===== src/rtl/dip_pkg.sv =====
package dip_pkg;
   typedef enum logic [1:0] {
      TAKE_NONE = 2'b00,
      TAKE_ONE  = 2'b01,
      TAKE_TWO  = 2'b10
   } take_e;

   function automatic take_e take_of(input logic head_live, input logic dual);
      if (!head_live) return TAKE_NONE;
      if (dual)       return TAKE_TWO;
      return TAKE_ONE;
   endfunction
endpackage


===== src/rtl/dip_reg_hazard.sv =====
module dip_reg_hazard #(
   parameter int REG_W   = 3,
   parameter int NUM_SRC = 2
) (
   input  logic                     p0_wr_en,
   input  logic [REG_W-1:0]         p0_wr_reg,
   input  logic                     p1_wr_en,
   input  logic [REG_W-1:0]         p1_wr_reg,
   input  logic [NUM_SRC-1:0]       p1_rd_en,
   input  logic [NUM_SRC*REG_W-1:0] p1_rd_reg,
   output logic                     raw_hit,
   output logic                     waw_hit
);
   logic [NUM_SRC-1:0] src_match;

   for (genvar i = 0; i < NUM_SRC; i++) begin : g_src
      assign src_match[i] = p1_rd_en[i] && (p1_rd_reg[i*REG_W +: REG_W] == p0_wr_reg);
   end

   assign raw_hit = p0_wr_en && (|src_match);
   assign waw_hit = p0_wr_en && p1_wr_en && (p0_wr_reg == p1_wr_reg);
endmodule


===== src/rtl/dip_class_rules.sv =====
module dip_class_rules #(
   parameter bit FLAG_PAIR = 1'b1
) (
   input  logic p0_simple,
   input  logic p0_branch,
   input  logic p0_sets_flags,
   input  logic p1_simple,
   input  logic p1_pipe0_only,
   input  logic p1_cond_branch,
   output logic class_ok
);
   logic flag_ok;

   if (FLAG_PAIR) begin : g_flag_fuse
      assign flag_ok = 1'b1;
      wire unused_flag_bits = &{1'b0, p0_sets_flags, p1_cond_branch};
   end else begin : g_flag_split
      assign flag_ok = !(p0_sets_flags && p1_cond_branch);
   end

   assign class_ok = p0_simple && p1_simple && !p0_branch && !p1_pipe0_only && flag_ok;
endmodule


===== src/rtl/dual_issue_pair.sv =====
module dual_issue_pair
   import dip_pkg::*;
#(
   parameter int REG_W     = 3,
   parameter int NUM_SRC   = 2,
   parameter bit FLAG_PAIR = 1'b1
) (
   input  logic                     clk,
   input  logic                     rst_n,
   input  logic                     p0_valid,
   input  logic                     p0_simple,
   input  logic                     p0_branch,
   input  logic                     p0_sets_flags,
   input  logic                     p0_wr_en,
   input  logic [REG_W-1:0]         p0_wr_reg,
   input  logic                     p1_valid,
   input  logic                     p1_simple,
   input  logic                     p1_pipe0_only,
   input  logic                     p1_cond_branch,
   input  logic                     p1_wr_en,
   input  logic [REG_W-1:0]         p1_wr_reg,
   input  logic [NUM_SRC-1:0]       p1_rd_en,
   input  logic [NUM_SRC*REG_W-1:0] p1_rd_reg,
   output logic                     issue_primary,
   output logic                     issue_secondary,
   output logic [1:0]               consumed
);
   localparam int SRC_BITS = NUM_SRC * REG_W;

   initial begin
      if (REG_W < 1 || REG_W > 8) $fatal(1, "dual_issue_pair: REG_W out of range");
      if (NUM_SRC < 1 || NUM_SRC > 4) $fatal(1, "dual_issue_pair: NUM_SRC out of range");
      if (SRC_BITS > 32) $fatal(1, "dual_issue_pair: source field too wide");
   end

   logic raw_hit, waw_hit, class_ok, pair_ok;
   take_e take_d, take_q;
   logic pri_q, sec_q;

   dip_reg_hazard #(.REG_W(REG_W), .NUM_SRC(NUM_SRC)) u_hazard (
      .p0_wr_en (p0_wr_en),
      .p0_wr_reg(p0_wr_reg),
      .p1_wr_en (p1_wr_en),
      .p1_wr_reg(p1_wr_reg),
      .p1_rd_en (p1_rd_en),
      .p1_rd_reg(p1_rd_reg),
      .raw_hit  (raw_hit),
      .waw_hit  (waw_hit)
   );

   dip_class_rules #(.FLAG_PAIR(FLAG_PAIR)) u_class (
      .p0_simple     (p0_simple),
      .p0_branch     (p0_branch),
      .p0_sets_flags (p0_sets_flags),
      .p1_simple     (p1_simple),
      .p1_pipe0_only (p1_pipe0_only),
      .p1_cond_branch(p1_cond_branch),
      .class_ok      (class_ok)
   );

   assign pair_ok = p0_valid && p1_valid && class_ok && !raw_hit && !waw_hit;
   assign take_d  = take_of(p0_valid, pair_ok);

   always_ff @(posedge clk or negedge rst_n) begin
      if (!rst_n) begin
         pri_q  <= 1'b0;
         sec_q  <= 1'b0;
         take_q <= TAKE_NONE;
      end else begin
         pri_q  <= p0_valid;
         sec_q  <= pair_ok;
         take_q <= take_d;
      end
   end

   assign issue_primary   = pri_q;
   assign issue_secondary = sec_q;
   assign consumed        = take_q;

   AST_SEC_NEEDS_PRI: assert property (@(posedge clk) disable iff (!rst_n)
      issue_secondary |-> issue_primary);
   AST_COUNT_AGREES: assert property (@(posedge clk) disable iff (!rst_n)
      consumed == {issue_secondary, issue_primary && !issue_secondary});
   AST_EMPTY_HEAD: assert property (@(posedge clk) disable iff (!rst_n)
      !p0_valid |=> (consumed == 2'b00 && !issue_primary));
   AST_MICROCODE_SOLO: assert property (@(posedge clk) disable iff (!rst_n)
      (p0_valid && (!p0_simple || !p1_simple)) |=> !issue_secondary);
   AST_JUMP_SOLO: assert property (@(posedge clk) disable iff (!rst_n)
      (p0_valid && p0_branch) |=> !issue_secondary);
   AST_WAW_SOLO: assert property (@(posedge clk) disable iff (!rst_n)
      (p0_wr_en && p1_wr_en && p0_wr_reg == p1_wr_reg) |=> !issue_secondary);
   AST_PIPE0_ONLY: assert property (@(posedge clk) disable iff (!rst_n)
      p1_pipe0_only |=> !issue_secondary);

   if (!FLAG_PAIR) begin : g_flag_chk
      AST_FLAG_SPLIT: assert property (@(posedge clk) disable iff (!rst_n)
         (p0_sets_flags && p1_cond_branch) |=> !issue_secondary);
   end
endmodule


===== config.mk =====
export PLATFORM = sky130hd
export DESIGN_NAME = dual_issue_pair
export DESIGN_NICKNAME = d
export VERILOG_FILES = /design/src/rtl/dip_pkg.sv /design/src/rtl/dip_reg_hazard.sv /design/src/rtl/dip_class_rules.sv /design/src/rtl/dual_issue_pair.sv
export SDC_FILE = /design/constraint.sdc
export NUM_CORES = 1
export LEC_CHECK = 0
export BUFFER_PORTS_ARGS = -buffer_cell sky130_fd_sc_hd__buf_2
export CORE_AREA = 4 4 41 43
export CTS_BUF_LIST = sky130_fd_sc_hd__clkbuf_16
export CTS_CLUSTER_SIZE = 20
export DETAILED_ROUTE_END_ITERATION = 8
export DIE_AREA = 0 0 45 47
export HOLD_SLACK_MARGIN = 0.05
export PLACE_DENSITY = 0.55
export SYNTH_ARGS = -nofsm -noshare
export SYNTH_HDL_FRONTEND = slang
export SYNTH_HIERARCHICAL = 1
export SYNTH_SLANG_ARGS = --single-unit
export TNS_END_PERCENT = 1

===== constraint.sdc =====
create_clock -name clk -period 1.35 [get_ports clk]
set_clock_uncertainty 0.15 [all_clocks]
set_input_delay 0.0675 -clock clk [delete_from_list [all_inputs] [get_ports clk]]
set_output_delay 0.0675 -clock clk [all_outputs]
set_load 0.1 [all_outputs]

== Word-level counts from Yosys, hierarchy flattened ==
Index checks and enable logic that the tools add are counted.

* Bits in registers: 4
* Latch bits: 0
* Bits in writable memories: 0
* Memory bits (read-only): 0
* Output and inout bits: 4
* Word-level logic and storage cells: 29
* Memories: 0

* Add/sub/neg operators: 0
* $mul: 0
* Div/mod/pow operators: 0
* Magnitude comparators: 0
* Equal/unequal tests: 3
* Shift-type cells: 0
* Mux-type cells: 6
* Bitwise operators: 0
* Reductions and logical operators: 17

{| class="wikitable"
|+ Operator list
! operator !! number
|-
| logical AND 1 bit || 12
|-
| == test 3 bit || 3
|-
| 2-to-1 mux 2 bit || 4
|-
| logical NOT 1 bit || 4
|-
| 2-to-1 mux 1 bit || 2
|-
| OR reduction 2 bit || 1
|}

== Longest topological paths before layout ==
* Depth in word-level cells: 11
* Gate-level depth with buffers: 5
* Mapped depth without buffers: 5

== Modules after synthesis ==
Netlist, hierarchy kept.

{| class="wikitable"
|+ Modules (own cells, without submodules)
! module !! instances !! cells an instance !! area each (µm²) !! sequential area each (µm²)
|-
| dual_issue_pair || 1 || 8 || 131.4 || 100.1
|-
| dip_reg_hazard || 1 || 14 || 108.9 || 0.0
|-
| dip_class_rules || 1 || 1 || 12.5 || 0.0
|}

== Worst setup path before layout ==
No wires, ideal clock.

* Path type: reg-to-output
* Start: register take_q[0] (netlist: consumed[0])
* End: output consumed[0]
* Data arrival time: 0.883 ns
* Slack: 0.249 ns
* Cell stages (with the launch flop): 1
* Cell sequence: dfrtp_1

{| class="wikitable"
|+ RTL lines
! element !! line !! source
|-
| start, declared || dual_issue_pair.sv:37 || <nowiki>take_e take_d, take_q;</nowiki>
|-
| start signal, assigned || dual_issue_pair.sv:72 || <nowiki>take_q <= take_d;</nowiki>
|-
| end, declared || dual_issue_pair.sv:26 || <nowiki>output logic [1:0] consumed</nowiki>
|}

No word-level cell between the ends.

== Worst setup path in the final report ==
* Start: register pri_q (netlist: issue_primary)
* End: output issue_primary

{| class="wikitable"
|+ RTL lines
! element !! line !! source
|-
| start, declared || dual_issue_pair.sv:38 || <nowiki>logic pri_q, sec_q;</nowiki>
|-
| start signal, assigned || dual_issue_pair.sv:70 || <nowiki>pri_q <= p0_valid;</nowiki>
|-
| end, declared || dual_issue_pair.sv:24 || <nowiki>output logic issue_primary,</nowiki>
|}

No word-level cell between the ends.

==> metrics.yaml <==
chipWidth_um: 45
drt-pass1-iter-count: 2
most_used_cells_in_the_layout_excluding_fill_and_tap_cells: "sky130_fd_sc_hd__buf_2 (27), sky130_fd_sc_hd__xnor2_1 (7), sky130_fd_sc_hd__dfrtp_1 (4)"
filler_cell_count: 139
path_delay_family: "buffers and inverters"
initial_core_util: 0.194
mostFrequentLayoutCell: "sky130_fd_sc_hd__buf_2"
critPathLaunch: "issue_primary"
cts.repair.resized: 0
final.period_utilization: 0.859
setup_repair_after_global_routing_missed_its_margin: "false"
yosysWarningCount: 6
floorplan.io_pins: 30
synthesis.nets: 49
drc_errors: 0
clock_tree.htree_level_count: 1
initial_antenna_violation_count: 0
clk_transition_reported_paths_ps: 30
wire_length_reported_by_the_detailed_router_um: 729
dr.first_iter.drc_count: 2
final_design_area_no_fill_um2: 512
place.gp.congestion: 0.677
vias_per_cell: 4.13
period_minus_slack_ps: 1160
detail_route.wl_per_cell_um: 10.3
route.antenna.remaining_nets: 0
critPathCapture: "issue_primary"
min_path_type: "input port to flop"
critical_path_arrival_ps: 940
cap_viol_max_count: 0
power.combinational.fraction: 0.164
critical_path_depth: 1
p_seq_frac: 0.181
worstPathCellList: "buf_2"
setup_viol: 0
first_global_vias: 331
cts_buffer_depth: 2
relSlewSlack: 0.678
cts_tree: "done"
die-area_um2: 2120
cp_num_buf_inv: 1
globalRouteOverflowTotal: 0
crit_path_top_delay_cell: "sky130_fd_sc_hd__buf_2"
seq_area_frac_synth: 0.396
synth_cells: 23
timing.setup.tns_ps: 0
drv_slew: 0
p_clk_frac: 0.655
core_box_area_um2: 1300
cpPeakStageDelay_ps: 410
outcome: "complete, no violations"
endpoints_failing_hold: 0
globalRouteTotalUtil: 0.0847
area_growth_syn_to_layout_pct: 102
tightest_slew_ps: 486
chipHeight_um: 47
tritoncts.num_buffers: 3
pin_count_of_the_biggest_net_entering_global_routing: 5
route.vias.total: 293
worst-path-max-fanout: 1
synth.area.top_cells: "sky130_fd_sc_hd__dfrtp_1 (40%), sky130_fd_sc_hd__xnor2_1 (24%), sky130_fd_sc_hd__xor2_1 (6.9%), sky130_fd_sc_hd__and2_1 (5.0%), sky130_fd_sc_hd__and4bb_1 (5.0%)"
synth_area_per_cell_um2: 11.0
max_clock_freq_ghz: 0.862
share_of_post_route_cells_with_drive_strength_above_1: 0.554
grt_first_pass_wirelength_mm: 1.17
clock-root-buffer: "sky130_fd_sc_hd__clkbuf_16"
portBuffers: 27
placed_cell_area_um2: 407
critPathKind: "flop to primary output"
p_sw_w: 0.000136
cellPowerDensity_nw_per_um2: 1350
cp-start-kind: "flop"
intPower_w: 0.000555
layout.nets: 84
worst_ep_required_time_ps: 1130
yosys.area.top_type: "sky130_fd_sc_hd__dfrtp_1"
clock_sinks: 4
netlist.area_leader.share: 0.396
num_antenna_cells: 0
p_leak_nw: 0.258
worst_ir_drop_vdd_v: 0.000515
critPathCaptureType: "primary output"
power_switching_share: 0.196
synthDistinctLibCells: 11
synth-seq-cells: 4
rows: 13
synthesis.area_um2: 253
## Yosys cell counts
cell type,number
sky130_fd_sc_hd__xnor2_1,7
sky130_fd_sc_hd__dfrtp_1,4
sky130_fd_sc_hd__and2_1,2
sky130_fd_sc_hd__nand4_1,2
sky130_fd_sc_hd__xor2_1,2
sky130_fd_sc_hd__a21boi_1,1
sky130_fd_sc_hd__and4bb_1,1
sky130_fd_sc_hd__and4bb_2,1
sky130_fd_sc_hd__nand3_1,1
sky130_fd_sc_hd__nor2b_1,1
sky130_fd_sc_hd__nor3_1,1
## metrics by stage
stage	utilization	hold WS, ps	std cells	setup WS, ps	power, W
6_report	0.393	78.9	71	190	0.000691
5_1_grt	0.393	121	71	161	0.000727
4_1_cts	0.393	77.0	71	179	0.000703
3_5_place_dp	0.313	-276	65	85.6	0.000235
3_3_place_gp	0.313	-278	65	92.8	0.000234
2_1_floorplan	-	-378	23	249	0.000185
## power groups by stage
| stage | Clock (W) | Combinational [W] | Sequential, W |
|---|---|---|---|
| finish | 0.000452 | 0.000113 | 0.000125 |
| floorplan | 0 | 0.0000297 | 0.000156 |
| global placement | 0 | 0.000107 | 0.000126 |
| CTS | 0.000463 | 0.000115 | 0.000125 |
| detailed placement | 0 | 0.000108 | 0.000127 |
| global route | 0.000479 | 0.000123 | 0.000126 |
## how the worst min path moves through the flow
| stage | slack, ps | start | depth (start not counted) | end |
|---|---|---|---|---|
| 3_3_place_gp | -280 | rst_n | 1 | issue_primary |
| 4_1_cts | 80 | p1_valid | 3 | consumed[0] |
| 6_report | 80 | p1_valid | 3 | consumed[0] |
| 5_1_grt | 120 | p1_valid | 3 | consumed[0] |
| 3_5_place_dp | -280 | rst_n | 1 | issue_secondary |
| 2_1_floorplan | -380 | rst_n | 0 | consumed[0] |
## state kept, by name (all words and copies together), names as in the netlist
name             count
issue_primary        1
issue_secondary      1
consumed             2
## metal layers
layer	wire (um)	GRT usage	part of all wire	up-vias
met2	314	0.138	0.43	27
met1	236	0.0664	0.32	118
li1	-	-	-	146
met4	10	0.0877	0.014	0
met3	168	0.0536	0.23	2
met5	0	0	0	-
## final cells by class
cell class / count / area [um2] / area share
Clock buffer: 3 / 75.1 / 0.147
Multi-Input combinational cell: 19 / 153 / 0.298
Sequential cell: 4 / 100 / 0.196
Timing Repair Buffer: 30 / 165 / 0.323
Tap cell: 15 / 18.8 / 0.0367
## worst min-delay path, cell delays in order
cell	delay, ps
sky130_fd_sc_hd__buf_2	70
sky130_fd_sc_hd__and4bb_1	210
sky130_fd_sc_hd__nor2b_1	50
## timing repair
item	CTS	global route
buffers inserted	0	0
hold endpoints to repair	8	0
hold buffers	3	0
## cell families (layout without fill, tap and decap cells)
kind of cell,Yosys count,after routing,share of synthesized area
compound gates,1,1,0.0297
simple gates,9,9,0.262
buf+inv,0,33,0
xor+xnor,9,9,0.312
flops,4,4,0.396
(Power assumes the default switching activity.)
